`config.mk`:
```
export PLATFORM = sky130hd
export DESIGN_NAME = rt_reply_timer
export DESIGN_NICKNAME = d
export VERILOG_FILES = /design/src/rtl/rt_reply_timer.sv
export SDC_FILE = /design/constraint.sdc
export NUM_CORES = 1
export LEC_CHECK = 0
export CAP_MARGIN = 25
export CORE_MARGIN = 5
export CORE_UTILIZATION = 52
export CTS_CLUSTER_SIZE = 10
export DETAILED_ROUTE_END_ITERATION = 10
export GPL_TIMING_DRIVEN = 0
export PLACE_DENSITY = 0.81
export SYNTH_ARGS = -nofsm -noshare
export SYNTH_HDL_FRONTEND = slang
export SYNTH_SLANG_ARGS = --single-unit
```
`constraint.sdc`:
```
create_clock -name clk -period 3.1 [get_ports clk]
set_input_delay 0.465 -clock clk [delete_from_list [all_inputs] [get_ports clk]]
set_output_delay 0.465 -clock clk [all_outputs]
set_load 0.01 [all_outputs]
```
`src/rtl/rt_reply_timer.sv`:
```
module rt_reply_timer #(
    parameter int CW = 8
) (
    input  logic          clk,
    input  logic          rst,
    input  logic          halt,
    input  logic          arm,
    input  logic          tick,
    input  logic [CW-1:0] limit,
    output logic          expire
);
    logic [CW-1:0] us_cnt;
    logic          run;

    assign expire = run && (us_cnt >= limit);

    always_ff @(posedge clk) begin
        if (rst || halt) begin
            run    <= 1'b0;
            us_cnt <= '0;
        end else if (arm) begin
            run    <= 1'b1;
            us_cnt <= '0;
        end else if (expire) begin
            run    <= 1'b0;
        end else if (run && tick) begin
            us_cnt <= us_cnt + CW'(1);
        end
    end
endmodule

```
==> results.ini <==
[outcome]
status = completed

[global_route]
grt.total_usage = 0.1668
antenna_found_initial = 0
grt_pass1_wl_um = 2608
grt_pass1_vias = 662
grt_max_degree = 10
grt_overflow_total = 0

[logic_synthesis]
synth-edff-count = 0
netlist_area_sq_um = 676.9
synthTopCellsByArea = dfxtp_1 27%, ha_1 17%, inv_1 5.5%, a21oi_4 4.8%, or3_1 4.6%
yosysWarnings = 0
synth_top_area_cell = dfxtp_1
async_flop_share = 0
syn_avg_cell_area_sq_um = 8.568
synth-main-ff-cell = dfxtp_1
syn_nets = 101
syn_inst = 79
synth.most_common_cell = inv_1
ys_seq_area_frac = 0.2662
synth_top_area_frac = 0.2662
ys_top_cells_by_count = 10 x inv_1, 9 x dfxtp_1, 9 x ha_1
synth_cell_types = 27
ys_ff_latch = 9

[timing]
holdWs_ps = 495.1
rsz0062_at_grt = false
setup_violations = 0
fmax_mhz = 366.2
fin_crit_sh = 0.8809
fin_worst_skew_ps = 3.079
hold_viol_final = 0
relSlewSlack = 0.7112
min_period_ps = 2731
drv_slew = 0
setup_slack_ps = 369.1
tightestPinTransition_ps = 429.9

[routing]
via_count = 648
remaining_drc_errors = 0
drtIter0Drc = 24
drt-wirelength-per-cell_um = 12.59
wl_um = 1435
antenna_left = 0
avgViaCountPerCell = 5.684
dr.pass1.iters = 4

[pwr]
pwr-share-seq = 0.473
clockPowerShare = 0.365
power.density_mw_per_mm2 = 280.2
p_int_w = 0.0001897
comb_power_share = 0.162
irDropWorstVdd_mv = 0.2676
switching_share = 0.2348
power.total_w = 0.0002478
switchingPower_w = 0.00005818
power_leakage_nw = 0.3703

[setup_path]
timing.rr.end = us_cnt[5]
critPathMaxFanout = 3
worstPathRequired_ps = 2630
endpoint_kind = primary output
cp_data_arrival_time_ps = 2270
critPathSlowestCell = or4_4
critPathMaxStageDelay_ps = 540
cp_cell_sequence = clkdlybuf4s50_1 -> inv_1 -> ha_1 -> or4_4 -> a21oi_4 -> o31ai_1 -> and2_1 -> dlymetal6s2s_1
rrSetupSlack_ps = 820
r2r_start = us_cnt[1]
startpoint_type = input pin
crit_type = in2out
worst_r2r_path_depth = 7

[job]
cap_violations = 0

[placed_design]
dp_hpwl_um = 1143
pre_cts_slack_ps = -17.17
numPortBuffers = 13
placedCellCount = 107
place.gp.congestion = 0.7426

[clocking]
root_buffer = clkbuf_4
clk_path_buf_depth = 2
cts_tree = yes
cts_sinks = 9
clk-insertion-delay-late_ps = 260
htree_levels = 1
hold_buffers = 0
cts_buffers = 3
clk_pin_slew_worst_paths_ps = 60

[hold_path]
holdPathStages = 2
hp-start = us_cnt[7]
min_to = us_cnt[7]
hold_path_class = reg2reg

[die]
die_h_um = 46.08
die_width_um = 46.08
start_util = 0.5335
ios = 14
rows = 13
die_area_sq_mm = 0.002123
core-area_sq_mm = 0.001269

[layout]
fin_cells = 114
syn_to_final_growth_pct = 30.68
antenna_cells = 0
utilization = 0.6972
nets = 122
layout-drive-gt1-share = 0.1212

-- flip-flops by register name, summed over array words and instances (netlist names) --
signal,cells
run,1
us_cnt,8
-- per-stage QoR --
step | cell area [sq um] | TNS, ps
after CTS | 867.1 | 0
after global placement | 825.8 | 0
after global routing | 884.6 | 0
after detailed placement | 825.8 | -17.17
after floorplan | 676.9 | 0
final | 884.6 | 0
-- power by group through the flow --
| stage | combinational, W | clock [W] | sequential [W] |
|---|---|---|---|
| CTS | 0.0000388 | 0.0000955 | 0.000117 |
| floorplan | 0.0000173 | 0 | 0.000120 |
| global route | 0.0000442 | 0.0000997 | 0.000117 |
| detailed placement | 0.0000364 | 0 | 0.000120 |
| finish | 0.0000400 | 0.0000905 | 0.000117 |
| global placement | 0.0000352 | 0 | 0.000120 |
-- critical path: cells and delay by family --
family | cells | cell delay, ps
AND/OR/NAND/NOR | 2 | 700
buffers and inverters | 3 | 650
AO/OA/AOI/OAI | 2 | 260
adder cells (fa/ha/maj) | 1 | 180
-- area by class of cell --
class | instances | area [sq um]
clock buffer | 4 | 26.28
multi-input combinational | 59 | 462.9
fill | 110 | 384.1
tap | 15 | 18.77
inverter | 10 | 37.54
buffer | 1 | 3.754
sequential | 9 | 180.2
timing repair buffer | 16 | 155.1
-- layout by cell type, fill, tap and decap left out, drive strengths merged, types with 5 or more instances in the layout --
master         netlist  final
or3                  5      5
inv                 10     10
ha                   9      9
clkdlybuf4s50        0     12
a21oi                8      8
nand3                5      5
dfxtp                9      9
-- repair_timing --
action,in CTS,in global routing
cloned,0,0
pin swaps,0,1
resized for setup,1,1
buffers inserted,1,2
endpoints found under the setup margin,1,1
-- cell families (layout without fill, tap and decap cells) --
kind of cell,after synthesis,count (layout),share of synthesized area
fa+ha+maj,9,9,0.1664
xor+xnor,1,1,0.01294
compound gates,21,21,0.2570
simple gates,28,28,0.2366
buf+inv,11,31,0.06100
flops,9,9,0.2662
-- metal layers --
layer | up-vias | GRT usage | share of wire
li1 | 335 | - | -
met1 | 295 | 0.1943 | 0.43
met2 | 16 | 0.2995 | 0.50
met3 | 2 | 0.05859 | 0.066
met4 | 0 | 0.01705 | 0.0063
met5 | - | 0 | 0
-- worst max path at each step --
stage | startpoint | end | slack [ps] | cells after the start
after detailed placement | limit[1] | expire | -20 | 8
after global placement | limit[1] | expire | 0.5 | 8
after CTS | limit[2] | expire | 40 | 8
final | limit[1] | expire | 370 | 8
after floorplan | limit[1] | us_cnt[5] | 870 | 7
after global routing | limit[1] | expire | 300 | 8
Note: power is estimated with default switching activity, not from simulation.
